## src/rtl/shrot_pkg.sv

```systemverilog
package shrot_pkg;

   typedef enum logic [2:0] {
      OP_SHL = 3'd0,
      OP_SHR = 3'd1,
      OP_SAR = 3'd2,
      OP_ROL = 3'd3,
      OP_ROR = 3'd4,
      OP_RCL = 3'd5,
      OP_RCR = 3'd6,
      OP_NOP = 3'd7
   } shrot_op_e;

   function automatic logic op_is_shift(input shrot_op_e o);
      return (o == OP_SHL) || (o == OP_SHR) || (o == OP_SAR);
   endfunction

   function automatic logic op_is_rotate(input shrot_op_e o);
      return (o == OP_ROL) || (o == OP_ROR) || (o == OP_RCL) || (o == OP_RCR);
   endfunction

endpackage

```

## src/rtl/shrot_step.sv

```systemverilog
module shrot_step
   import shrot_pkg::*;
#(
   parameter int DATA_W   = 16,
   parameter int NARROW_W = 8
) (
   input  logic [DATA_W-1:0] val_i,
   input  logic              carry_i,
   input  shrot_op_e         op_i,
   input  logic              wide_i,
   output logic [DATA_W-1:0] val_o,
   output logic              carry_o
);
   localparam int IW = $clog2(DATA_W);
   localparam logic [IW-1:0] HI_WIDE   = IW'(DATA_W - 1);
   localparam logic [IW-1:0] HI_NARROW = IW'(NARROW_W - 1);
   localparam logic [DATA_W-1:0] NARROW_MASK =
      {{(DATA_W - NARROW_W){1'b0}}, {NARROW_W{1'b1}}};

   logic [IW-1:0]     hi;
   logic              out_hi, out_lo;
   logic [DATA_W-1:0] nv;

   always_comb begin
      hi     = wide_i ? HI_WIDE : HI_NARROW;
      out_hi = val_i[hi];
      out_lo = val_i[0];
      nv      = val_i;
      carry_o = carry_i;
      case (op_i)
         OP_SHL: begin nv = val_i << 1; carry_o = out_hi; end
         OP_SHR: begin nv = val_i >> 1; carry_o = out_lo; end
         OP_SAR: begin nv = val_i >> 1; nv[hi] = out_hi; carry_o = out_lo; end
         OP_ROL: begin nv = val_i << 1; nv[0] = out_hi;  carry_o = out_hi; end
         OP_ROR: begin nv = val_i >> 1; nv[hi] = out_lo; carry_o = out_lo; end
         OP_RCL: begin nv = val_i << 1; nv[0] = carry_i; carry_o = out_hi; end
         OP_RCR: begin nv = val_i >> 1; nv[hi] = carry_i; carry_o = out_lo; end
         default: begin nv = val_i; carry_o = carry_i; end
      endcase
      val_o = wide_i ? nv : (nv & NARROW_MASK);
   end
endmodule

```

## src/rtl/shrot_flags.sv

```systemverilog
module shrot_flags #(
   parameter int DATA_W   = 16,
   parameter int NARROW_W = 8,
   parameter int PAR_W    = 8
) (
   input  logic [DATA_W-1:0] val_i,
   input  logic              wide_i,
   output logic              sign_o,
   output logic              zero_o,
   output logic              par_even_o,
   output logic              ovf_o
);
   logic below_top;

   if (PAR_W > NARROW_W) begin : g_bad_par
      $error("PAR_W must not exceed NARROW_W");
   end

   always_comb begin
      sign_o     = wide_i ? val_i[DATA_W-1] : val_i[NARROW_W-1];
      below_top  = wide_i ? val_i[DATA_W-2] : val_i[NARROW_W-2];
      zero_o     = (val_i == '0);
      par_even_o = ~(^val_i[PAR_W-1:0]);
      ovf_o      = sign_o ^ below_top;
   end
endmodule

```

## src/rtl/shrot_ctrl.sv

```systemverilog
module shrot_ctrl
   import shrot_pkg::*;
#(
   parameter int CNT_W = 5
) (
   input  logic             clk,
   input  logic             rst_n,
   input  logic             start_i,
   input  logic             cnt_sel_i,
   input  logic [CNT_W-1:0] cnt_i,
   input  shrot_op_e        op_i,
   input  logic             wide_i,
   output logic             accept_o,
   output logic             instant_o,
   output logic             busy_o,
   output logic             last_o,
   output logic             single_o,
   output shrot_op_e        op_q_o,
   output logic             wide_q_o
);
   localparam logic [CNT_W-1:0] ONE = CNT_W'(1);

   logic [CNT_W-1:0] steps;
   logic [CNT_W-1:0] remain_q;
   logic             busy_q, single_q, wide_q;
   shrot_op_e        op_q;

   always_comb begin
      if (op_i == OP_NOP)  steps = '0;
      else if (cnt_sel_i)  steps = cnt_i;
      else                 steps = ONE;
      accept_o  = start_i && !busy_q;
      instant_o = accept_o && (steps == '0);
      last_o    = busy_q && (remain_q == ONE);
   end

   always_ff @(posedge clk or negedge rst_n) begin
      if (!rst_n) begin
         busy_q   <= 1'b0;
         remain_q <= '0;
         single_q <= 1'b0;
         wide_q   <= 1'b0;
         op_q     <= OP_NOP;
      end else if (accept_o) begin
         op_q     <= op_i;
         wide_q   <= wide_i;
         single_q <= (steps == ONE);
         remain_q <= steps;
         busy_q   <= (steps != '0);
      end else if (busy_q) begin
         remain_q <= remain_q - ONE;
         if (remain_q == ONE) busy_q <= 1'b0;
      end
   end

   assign busy_o   = busy_q;
   assign single_o = single_q;
   assign op_q_o   = op_q;
   assign wide_q_o = wide_q;
endmodule

```

## src/rtl/shrot_unit.sv

```systemverilog
module shrot_unit
   import shrot_pkg::*;
#(
   parameter int DATA_W   = 16,
   parameter int NARROW_W = 8,
   parameter int CNT_IN_W = 8,
   parameter int CNT_W    = 5
) (
   input  logic                clk,
   input  logic                rst_n,
   input  logic                start_i,
   input  logic [2:0]          op_i,
   input  logic                cnt_sel_i,
   input  logic [CNT_IN_W-1:0] cnt_i,
   input  logic                wide_i,
   input  logic [DATA_W-1:0]   operand_i,
   input  logic                carry_i,
   output logic [DATA_W-1:0]   result_o,
   output logic                cf_o,
   output logic                of_o,
   output logic                sf_o,
   output logic                zf_o,
   output logic                pf_o,
   output logic                done_o
);
   localparam logic [DATA_W-1:0] NARROW_MASK =
      {{(DATA_W - NARROW_W){1'b0}}, {NARROW_W{1'b1}}};

   if (NARROW_W < 8 || DATA_W <= NARROW_W) begin : g_bad_width
      $error("need 8 <= NARROW_W < DATA_W");
   end
   if (CNT_W < 1 || CNT_IN_W <= CNT_W) begin : g_bad_count
      $error("need 1 <= CNT_W < CNT_IN_W");
   end

   shrot_op_e         op_in, op_q;
   logic              accept, instant, busy, last, single, wide_q;
   logic [DATA_W-1:0] in_masked, work_q, step_v;
   logic              carry_q, step_c;
   logic              f_sign, f_zero, f_par, f_ovf;
   logic              unused_cnt_hi;

   assign op_in         = shrot_op_e'(op_i);
   assign in_masked     = wide_i ? operand_i : (operand_i & NARROW_MASK);
   assign unused_cnt_hi = ^cnt_i[CNT_IN_W-1:CNT_W];

   shrot_ctrl #(.CNT_W(CNT_W)) u_ctrl (
      .clk       (clk),
      .rst_n     (rst_n),
      .start_i   (start_i),
      .cnt_sel_i (cnt_sel_i),
      .cnt_i     (cnt_i[CNT_W-1:0]),
      .op_i      (op_in),
      .wide_i    (wide_i),
      .accept_o  (accept),
      .instant_o (instant),
      .busy_o    (busy),
      .last_o    (last),
      .single_o  (single),
      .op_q_o    (op_q),
      .wide_q_o  (wide_q)
   );

   shrot_step #(.DATA_W(DATA_W), .NARROW_W(NARROW_W)) u_step (
      .val_i   (work_q),
      .carry_i (carry_q),
      .op_i    (op_q),
      .wide_i  (wide_q),
      .val_o   (step_v),
      .carry_o (step_c)
   );

   shrot_flags #(.DATA_W(DATA_W), .NARROW_W(NARROW_W), .PAR_W(8)) u_flags (
      .val_i      (step_v),
      .wide_i     (wide_q),
      .sign_o     (f_sign),
      .zero_o     (f_zero),
      .par_even_o (f_par),
      .ovf_o      (f_ovf)
   );

   always_ff @(posedge clk or negedge rst_n) begin
      if (!rst_n) begin
         work_q   <= '0;
         carry_q  <= 1'b0;
         result_o <= '0;
         cf_o     <= 1'b0;
         of_o     <= 1'b0;
         sf_o     <= 1'b0;
         zf_o     <= 1'b0;
         pf_o     <= 1'b0;
         done_o   <= 1'b0;
      end else begin
         done_o <= 1'b0;
         if (accept) begin
            work_q  <= in_masked;
            carry_q <= carry_i;
            if (instant) begin
               result_o <= in_masked;
               cf_o     <= carry_i;
               done_o   <= 1'b1;
            end
         end else if (busy) begin
            work_q  <= step_v;
            carry_q <= step_c;
            if (last) begin
               result_o <= step_v;
               cf_o     <= step_c;
               done_o   <= 1'b1;
               if (single) of_o <= f_ovf;
               if (op_is_shift(op_q)) begin
                  sf_o <= f_sign;
                  zf_o <= f_zero;
                  pf_o <= f_par;
               end
            end
         end
      end
   end
endmodule

```

## config.mk

```make
export PLATFORM = sky130hd
export DESIGN_NAME = shrot_unit
export DESIGN_NICKNAME = d
export VERILOG_FILES = /design/src/rtl/shrot_pkg.sv /design/src/rtl/shrot_step.sv /design/src/rtl/shrot_flags.sv /design/src/rtl/shrot_ctrl.sv /design/src/rtl/shrot_unit.sv
export SDC_FILE = /design/constraint.sdc
export NUM_CORES = 1
export LEC_CHECK = 0
export BUFFER_PORTS_ARGS = -buffer_cell sky130_fd_sc_hd__buf_4
export CAP_MARGIN = 20
export CELL_PAD_IN_SITES_DETAIL_PLACEMENT = 1
export CELL_PAD_IN_SITES_GLOBAL_PLACEMENT = 1
export CORE_ASPECT_RATIO = 0.75
export CORE_MARGIN = 5
export CORE_UTILIZATION = 25
export CTS_CLUSTER_SIZE = 24
export DETAILED_ROUTE_END_ITERATION = 6
export PLACE_DENSITY_LB_ADDON = 0.1
export RECOVER_POWER = 50
export SLEW_MARGIN = 20
export SYNTH_ARGS = -nofsm -noshare
export SYNTH_HDL_FRONTEND = slang
export SYNTH_SLANG_ARGS = --single-unit
```

## constraint.sdc

```tcl
create_clock -name clk -period 5.3 [get_ports clk]
set_input_delay 0.53 -clock clk [delete_from_list [all_inputs] [get_ports clk]]
set_output_delay 0.53 -clock clk [all_outputs]
set_load 0.005 [all_outputs]
```

==> flow_summary.ini <==
[run_status]
status = finished with violations
violations = capacitance limit, slew limit

[grt]
grt_usage_pct = 14.37
antenna_found_initial = 0
gr-usage-met2_pct = 23.72
grt_pass1_vias = 3382
grt_start_max_net_pins = 51
top_usage_layer = met2
use_met3_pct = 2.704
grt_use_met1_pct = 19.84
grt_pass1_wl_um = 19070
grt_overflow_total = 0

[power_and_ir_drop]
power.leakage_uw = 0.001677
powerDensity_nw_per_um2 = 723.3
ir_drop_uv = 190.7

[floorplanning]
core_sq_um = 13750
row_count = 37
io_pins = 55
start_util_pct = 25.52
die_h_um = 112.6
floorplan.die_area_sq_um = 16530
die_w_um = 146.8

[cts]
clock_latency_ns = 0.30
numCtsBuffers = 5
cts_resized = 0
clkSinkCount = 50
htree_levels = 2
cts_tree = yes
clockBufferDepth = 2
clkTransAtPathRegs_ns = 0.08
cts_hold_buf = 0
cts_setup_buffers = 0
cts_root_buffer = clkbuf_16

[sta]
holdWs_ns = 0.4535
finalMaxSlewViolations = 51
max_slew_margin_pct = -94.52
rsz0062_at_grt = no
tightest_slew_ns = 2.918
hold_viol_final = 0
period_minus_slack_ns = 3.175
fin_skew_ns = 0.009766
setup-violations-final = 0
finalCritPeriodShare_pct = 59.91
max_freq_ghz = 0.3149
tns_ns = 0

[synthesis]
synth_top_cell_by_area = dfrtp_1
synth_top_flop_cell = dfrtp_1
ys_top_cells_by_area = dfrtp_1 (34%), a21oi_1 (5.8%), mux2i_1 (4.9%)
ys_seq_elements = 50
syn-mean-instance-area_sq_um = 8.536
synth_cell_types = 55
syn_area_sq_um = 3508
mappedNetlistNets = 450
synthArstFlopShare_pct = 100.0
yosysTopAreaCellShare_pct = 33.52
synth_edf_count = 0
synthCells = 411
yosys_warnings = 0
synth-seq-area-share_pct = 35.77

[route]
via_per_inst = 5.268
finalWirelength_um = 11810
drtIter0Drc = 149
firstDrtPassIters = 4
drc = 0
vias = 3219
detail-route-antenna-nets = 0
wl_per_cell_um = 19.32

[cells_and_area]
layout_common_cells = dfrtp_1 (47), buf_4 (42), nor2_1 (41), a21oi_1 (41), nand2_1 (28)
layout.cells.most_common = dfrtp_1
nets = 474
syn2layout_area_growth_pct = 16.76
drive_above_1_share_pct = 19.50
antenna_cells = 0

[hold_path]
hp-class = input pin to register

[job]
drv_cap = 1

[worst_setup_path]
path_class = register to register
cp_top_family = flip-flops
worstPathMaxFanout = 42
crit_required_ns = 5.51
crit_buf_inv = 1
cpPeakStageDelay_ns = 1.05
endpoint_kind = register
cp.arrival_ns = 3.38
crit_slowest_cell = dfstp_2
cp-start-kind = register
path_cells = inv_1 -> or3_1 -> o21ai_0 -> a21o_1 -> or2_2 -> ha_1 -> nand4_1 -> nor2_1 -> nand3_1 -> o31ai_1

[placed_design]
port_buffers = 51
place_congestion = 0.7098
dp_hpwl_um = 8217
[state kept, by name, indices dropped and copies added, names as in the netlist, 3 cells and up]
signal and count:
result_o 16, u_ctrl.op_q_o 3, u_ctrl.remain_q 5, work_q 16
[worst reg2reg max path, delay by kind of cell, from the launching register on]
family                     cells  cell delay [ns]
DFF                            1             1.05
and+or+nand+nor                5             0.92
buffers and inverters          1             0.49
AOI/OAI and AO/OA              3             0.49
adders and majority gates      1             0.14
[Yosys cell counts (9+ instances only)]
cell and count:
o221ai_1 11, a21oi_1 41, nor2b_1 17, buf_2 11, nor2_1 41, a31oi_1 9, nand3_1 11, clkbuf_1 13
mux2i_1 17, nand2_1 28, dfrtp_1 47, o21ai_0 18
[area by class of cell]
| type | instances | area (sq um) |
|---|---|---|
| clock inverters | 3 | 43.79 |
| multi-input cells | 315 | 2022 |
| flip-flops and latches | 50 | 1255 |
| fillers | 1597 | 9653 |
| well taps | 175 | 219.0 |
| repair buffers | 54 | 397.9 |
| clock buffers | 5 | 125.1 |
| inverters | 9 | 33.78 |
[kinds of logic after synthesis]
group,count (synthesis),share of synthesized area [%]
AO/OA/AOI/OAI,140,26.68
AND/OR/NAND/NOR,138,19.69
flip-flops,50,35.77
buffers and inverters,46,6.811
multiplexers,25,7.418
XOR/XNOR,6,1.498
adder cells (fa/ha/maj),6,2.140
[metrics by stage]
stage	cells	utilization, %	worst slack, ns	instance area (sq um)	total power, uW
after floorplan	411	-	3.059	3508	2100
after global placement	603	28.58	2.180	3930	2579
after detailed placement	603	28.58	2.115	3930	2629
after CTS	611	29.81	2.102	4099	3031
after global routing	611	29.79	1.736	4096	3265
final	611	29.79	2.125	4096	2963
[metal layers]
metal  up-vias  share of wire [%]
li1       1562                  -
met1      1599                 50
met2        49                 46
met3         9                3.3
met4         0               0.90
met5         -                  0
[report_power, final]
group,internal [uW],leakage [uW],switching (uW)
Combinational,787,0.000991,866
Clock,224,0.0000842,159
Sequential,582,0.000602,344
[path summary, 6_finish.rpt]
kind	start	endpoint	slack, ns	cells past startpoint
min in group asynchronous	rst_n	work_q[9]	1.17	1
max reg2reg	u_ctrl.op_q_o[2]	zf_o	2.12	10
max in group asynchronous	rst_n	u_ctrl.remain_q[0]	2.48	1
min	op_i[0]	u_ctrl.op_q_o[0]	0.45	3
max	u_ctrl.op_q_o[2]	zf_o	2.12	10
min reg2reg	result_o[13]	result_o[13]	0.49	1
No activity file was read; power rests on OpenSTA's default activity.
